[config.mk]
export PLATFORM = sky130hd
export DESIGN_NAME = ext_irq_edge
export DESIGN_NICKNAME = d
export VERILOG_FILES = /design/src/rtl/ext_irq_edge.sv
export SDC_FILE = /design/constraint.sdc
export NUM_CORES = 1
export LEC_CHECK = 0
export CORE_AREA = 2 2 39 41
export CTS_CLUSTER_SIZE = 8
export DETAILED_ROUTE_END_ITERATION = 7
export DIE_AREA = 0 0 41 43
export PLACE_DENSITY_LB_ADDON = 0.15
export SLEW_MARGIN = 20
export SYNTH_ARGS = -nofsm -noshare
export SYNTH_HDL_FRONTEND = slang
export SYNTH_SLANG_ARGS = --single-unit
[constraint.sdc]
create_clock -name clk -period 1.5 [get_ports clk]
set_clock_uncertainty 0.15 [all_clocks]
set_input_delay 0.45 -clock clk [delete_from_list [all_inputs] [get_ports clk]]
set_output_delay 0.45 -clock clk [all_outputs]
set_load 0.02 [all_outputs]
[src/rtl/ext_irq_edge.sv]
module ext_irq_edge #(
  parameter int SYNC_LEN = 2,
  parameter int TICKS    = 4
) (
  input  logic clk,
  input  logic rst_n,
  input  logic pin_i,
  input  logic analog_i,
  input  logic rise_sel_i,
  input  logic irq_en_i,
  input  logic flag_clr_i,
  input  logic sleep_i,
  input  logic gie_i,
  output logic flag_o,
  output logic irq_req_o,
  output logic wake_o,
  output logic wake_vec_o
);
  localparam int PW = (TICKS > 1) ? $clog2(TICKS) : 1;
  localparam logic [PW-1:0] LAST = PW'(TICKS - 1);

  logic [SYNC_LEN:0] shr;
  logic [PW-1:0]     ph;
  logic              armed;
  logic              pin_d, rise, fall, hit;

  assign pin_d = pin_i & ~analog_i;
  assign rise  = shr[SYNC_LEN-1] & ~shr[SYNC_LEN];
  assign fall  = ~shr[SYNC_LEN-1] & shr[SYNC_LEN];
  assign hit   = rise_sel_i ? rise : fall;

  always_ff @(posedge clk or negedge rst_n)
    if (!rst_n) shr <= '0;
    else        shr <= {shr[SYNC_LEN-1:0], pin_d};

  always_ff @(posedge clk or negedge rst_n)
    if (!rst_n)          ph <= '0;
    else if (ph == LAST) ph <= '0;
    else                 ph <= ph + 1'b1;

  always_ff @(posedge clk or negedge rst_n)
    if (!rst_n)          flag_o <= 1'b0;
    else if (hit)        flag_o <= 1'b1;
    else if (flag_clr_i) flag_o <= 1'b0;

  always_ff @(posedge clk or negedge rst_n)
    if (!rst_n)          irq_req_o <= 1'b0;
    else if (ph == LAST) irq_req_o <= flag_o & irq_en_i;

  always_ff @(posedge clk or negedge rst_n)
    if (!rst_n)        armed <= 1'b0;
    else if (!sleep_i) armed <= irq_en_i;

  always_ff @(posedge clk or negedge rst_n)
    if (!rst_n) begin
      wake_o     <= 1'b0;
      wake_vec_o <= 1'b0;
    end else begin
      wake_o     <= sleep_i & armed & hit;
      wake_vec_o <= sleep_i & armed & hit & gie_i;
    end

  AST_WAKE_ONLY_ASLEEP: assert property (@(posedge clk) disable iff (!rst_n)
    wake_o |-> $past(sleep_i));
  AST_WAKE_SETS_FLAG: assert property (@(posedge clk) disable iff (!rst_n)
    wake_o |-> flag_o);
  AST_FLAG_NEEDS_CLEAR: assert property (@(posedge clk) disable iff (!rst_n)
    $fell(flag_o) |-> $past(flag_clr_i));
  AST_REQ_AT_BOUNDARY: assert property (@(posedge clk) disable iff (!rst_n)
    !$stable(irq_req_o) |-> $past(ph) == LAST);
  AST_VEC_WITH_WAKE: assert property (@(posedge clk) disable iff (!rst_n)
    wake_vec_o |-> wake_o);
endmodule

# Word-level counts from Yosys, hierarchy flattened

Cells that the tools add are included.

Bits in registers: 10
Bits in latches: 0
Bits in writable memories: 0
Memory bits (read-only): 0
Input bits: 9
Output and inout port bits: 4
Logic and storage cells: 24
Memories kept: 0

$add $sub $neg: 1
$mul: 0
Divide/modulo/power cells: 0
Magnitude comparators: 0
Equal/unequal tests: 1
Shift operators: 0
Multiplexer cells: 4
Bitwise logic cells: 10
Reduce and logical (&&, ||, !) cells: 1

Operators with widths:

| cell                  | number |
|---|---|
| $and A1 B1 Y1         | 7 |
| $mux W1               | 3 |
| $not A1 Y1            | 3 |
| $add A2 B1 Y2 const B | 1 |
| $eq A2 B2 Y1 const B  | 1 |
| $mux W2               | 1 |
| $reduce_bool A2 Y1    | 1 |

# Logic depth before layout (Yosys ltp)

Word-level depth: 5
Gate-level depth with buffers: 3
Mapped depth without buffers: 3

# Worst setup path before layout

No wires, ideal clock.

Kind: input to register
From: in rise_sel_i
To: reg wake_o
Library setup time: 0.077 ns
Arrival: 0.941 ns
Data required time: 1.273 ns
Slack: 0.332 ns
Cell stages on the path: 2
Path buffers: 0
Cell sequence: or3b_1 > a21oi_1

Longest elaborated chain between the ends: 2

Ends and longest elaborated chain:

| element              | line | source |
|---|---|---|
| start, declared      | 9    | `input logic rise_sel_i,` |
| $mux W1              | 30   | `assign hit = rise_sel_i ? rise : fall;` |
| $and A1 B1 Y1        | 59   | `wake_o <= sleep_i & armed & hit;` |
| end signal, assigned | 59   |  |
| end, declared        | 16   | `output logic wake_o,` |

No other way between the ends.
A chain may end at the register's enable or synchronous reset.

# Final worst setup path

Same ends and word-level chain as after synthesis.

==> out/summary.txt <==
Seq/Total Area, Yosys = 73.3%
HPWL after DPL = 464 microns
max cap viols = 0
Via Count = 255
clock sinks = 10
first-pass GRT wire length = 1.04 mm
vias per inst = 4.32
total grt overflow = 0
Switching Share = 21.3%
layout cells sized above 1 = 20.9%
critical path's largest stage delay = 0.41 ns
cell count of the worst hold path = 0
Starting Density = 24.7%
row cnt = 14
fin. max-slew vios = 0
core area = 0.00138 sq mm
CP Launch Type = primary input
#FFs+latches synth = 10
Critical Path End Type = register
Die Y = 43 microns
most common cell after layout, fill and taps aside = dfrtp_1
# DRC = 0
Reg2Reg Launch Point = shr[1]
CP Cell Sequence = clkdlybuf4s50_1, or3b_1, a21oi_1
Synth Warn # = 0
Clock Root Buffer = clkbuf_4
Max Freq = 0.716 GHz
Critical Path Source = rise_sel_i
Synth Instances = 26
worst reg2reg path depth = 2
final hold violation count = 0
Post-DRT Antenna Nets = 0
final total power = 0.000586 W
Placer Congestion = 0.605
Die Wd = 41 microns
RR Endpoint = wake_o
RSZ-0062 raised after global routing = false
IO Port Bufs = 12
Fill cells = 139
Worst R2R Setup Slack = 0.30 ns
final WL = 621 microns
Synth cell types = 12
Worst EP required = 1.53 ns
die area = 0.00176 sq mm
Comb power frac = 9.9%
setup ws final = 0.103 ns
critical path arrival = 1.43 ns
Int Pwr = 0.000461 W
worst hold path type = reg -> reg
mean post-synth cell area = 13.1 sq um
Syn Nets = 36
# nets final = 54
largest net degree at the start of global routing = 11
Hold EP = shr[1]
worst path buffer plus inverter count = 1
Flop pwr share = 49.0%
TritonCTS Buffers = 3
delay-heaviest family, CP = buffers and inverters
initial antenna violation count = 0
placed cell count = 55
Lkg Pwr = 0.245 nW
status = completed
CTS Buffer Depth = 2
CTS tree = done
Clk pwr share = 41.1%
Pwr per Cell Area = 1160 mW/mm^2
post_cts resized = 14
Skew-Pair Late Insertion Delay = 0.26 ns
Setup-failing EPs final = 0
fin cells = 59
relative slew slack = 68.7%
I/O pin total = 13
All-Layer GR Usage = 9.46%
DR pass1 iterations = 2
crit-path max FO = 3
number of global-route vias before repair = 245
fin crit share = 93.1%
Clock transition at path regs = 0.06 ns
pre-CTS setup slack = -0.177 ns
diodes inserted = 0
Crit-path slowest cell = clkdlybuf4s50_1
measured slew at the worst slew-check pin = 0.468 ns
DRT iter0 DRCs = 2
min-delay src = shr[0]
Sw Pwr = 0.000125 W
Post-Syn Area = 342 sq um
area delta synth->final = 48.0%
most frequent cells in the layout = dfrtp_1 (10), clkdlybuf4s50_1 (8), buf_2 (4)
Setup Buffers After CTS = 0
cts hold-fix bufs = 0
Final min period = 1.40 ns
Crit Path Class = in -> reg
maximum level of the CTS H-tree = 1
DR WL/cell = 10.5 microns
VDD IR-drop max = 0.447 mV
==> worst register-to-register path, delay by kind of cell, from the launching register on <==
kind            cells  cell delay (ns)
simple gates        1             0.43
flops               1             0.39
compound gates      1             0.16
==> area by class of cell <==
| class | count | area (sq um) | share of cell area, % |
|---|---|---|---|
| clock buffer | 4 | 36.3 | 7.18 |
| inverter | 2 | 7.51 | 1.49 |
| multi-input combinational | 14 | 83.8 | 16.6 |
| sequential | 10 | 250 | 49.5 |
| tap | 16 | 20.0 | 3.96 |
| timing repair buffer | 13 | 108 | 21.3 |
==> state kept, by name, summed over array words and instances (netlist names) <==
signal,count
armed,1
flag_o,1
irq_req_o,1
ph,2
shr,3
wake_o,1
wake_vec_o,1
==> power groups by stage <==
stage	registers (W)	logic [W]	clock network [W]
final	0.000287	0.0000579	0.000241
after global routing	0.000288	0.0000647	0.000272
after CTS	0.000287	0.0000598	0.000250
after floorplan	0.000300	0.0000105	0
after global placement	0.000292	0.0000636	0
after detailed placement	0.000293	0.0000644	0
==> Yosys cell counts, drive strengths merged <==
cell,count,area [sq um]
a21oi,2,10.0
dfrtp,10,250
ha,1,12.5
inv,2,7.51
nand2,1,3.75
nand2b,1,6.26
nand3,3,15.0
nand3b,1,7.51
nor2,1,3.75
nor2b,1,6.26
o21ai,2,10.0
or3b,1,8.76
==> routing by layer <==
layer  share of wire (%)  wire (microns)  track usage (%)
met1                  41             257             10.7
met2                  49             305             13.4
met3                 9.2              57             4.71
met4                   0               0             6.00
met5                   0               0                0
==> per-stage QoR <==
stage	TNS, ns	util, %	cell area [sq um]	hold slack, ns
floorplan	0	-	342	0.00441
global placement	-0.319	35.4	489	0.186
detailed placement	-0.459	35.4	489	0.188
CTS	0	37.4	518	0.204
global route	0	36.5	505	0.213
finish	0	36.5	505	0.205
==> logic make-up (layout without fill, tap and decap cells) <==
logic type	count (synthesis)	in the layout	synth area share (%)
and+or+nand+nor	9	9	15.0
buffers and inverters	2	19	2.20
adders and majority gates	1	1	3.66
AOI/OAI and AO/OA	4	4	5.86
DFF	10	10	73.3
==> worst max path at each step <==
| stage | to | slack, ns | cells after the start |
|---|---|---|---|
| floorplan | wake_o | 0.33 | 2 |
| global placement | wake_vec_o | -0.11 | 3 |
| detailed placement | wake_o | -0.18 | 3 |
| finish | wake_o | 0.10 | 3 |
| CTS | wake_o | 0.02 | 1 |
| global route | flag_o | 0.06 | 1 |
No activity file was read; power rests on OpenSTA's default activity.
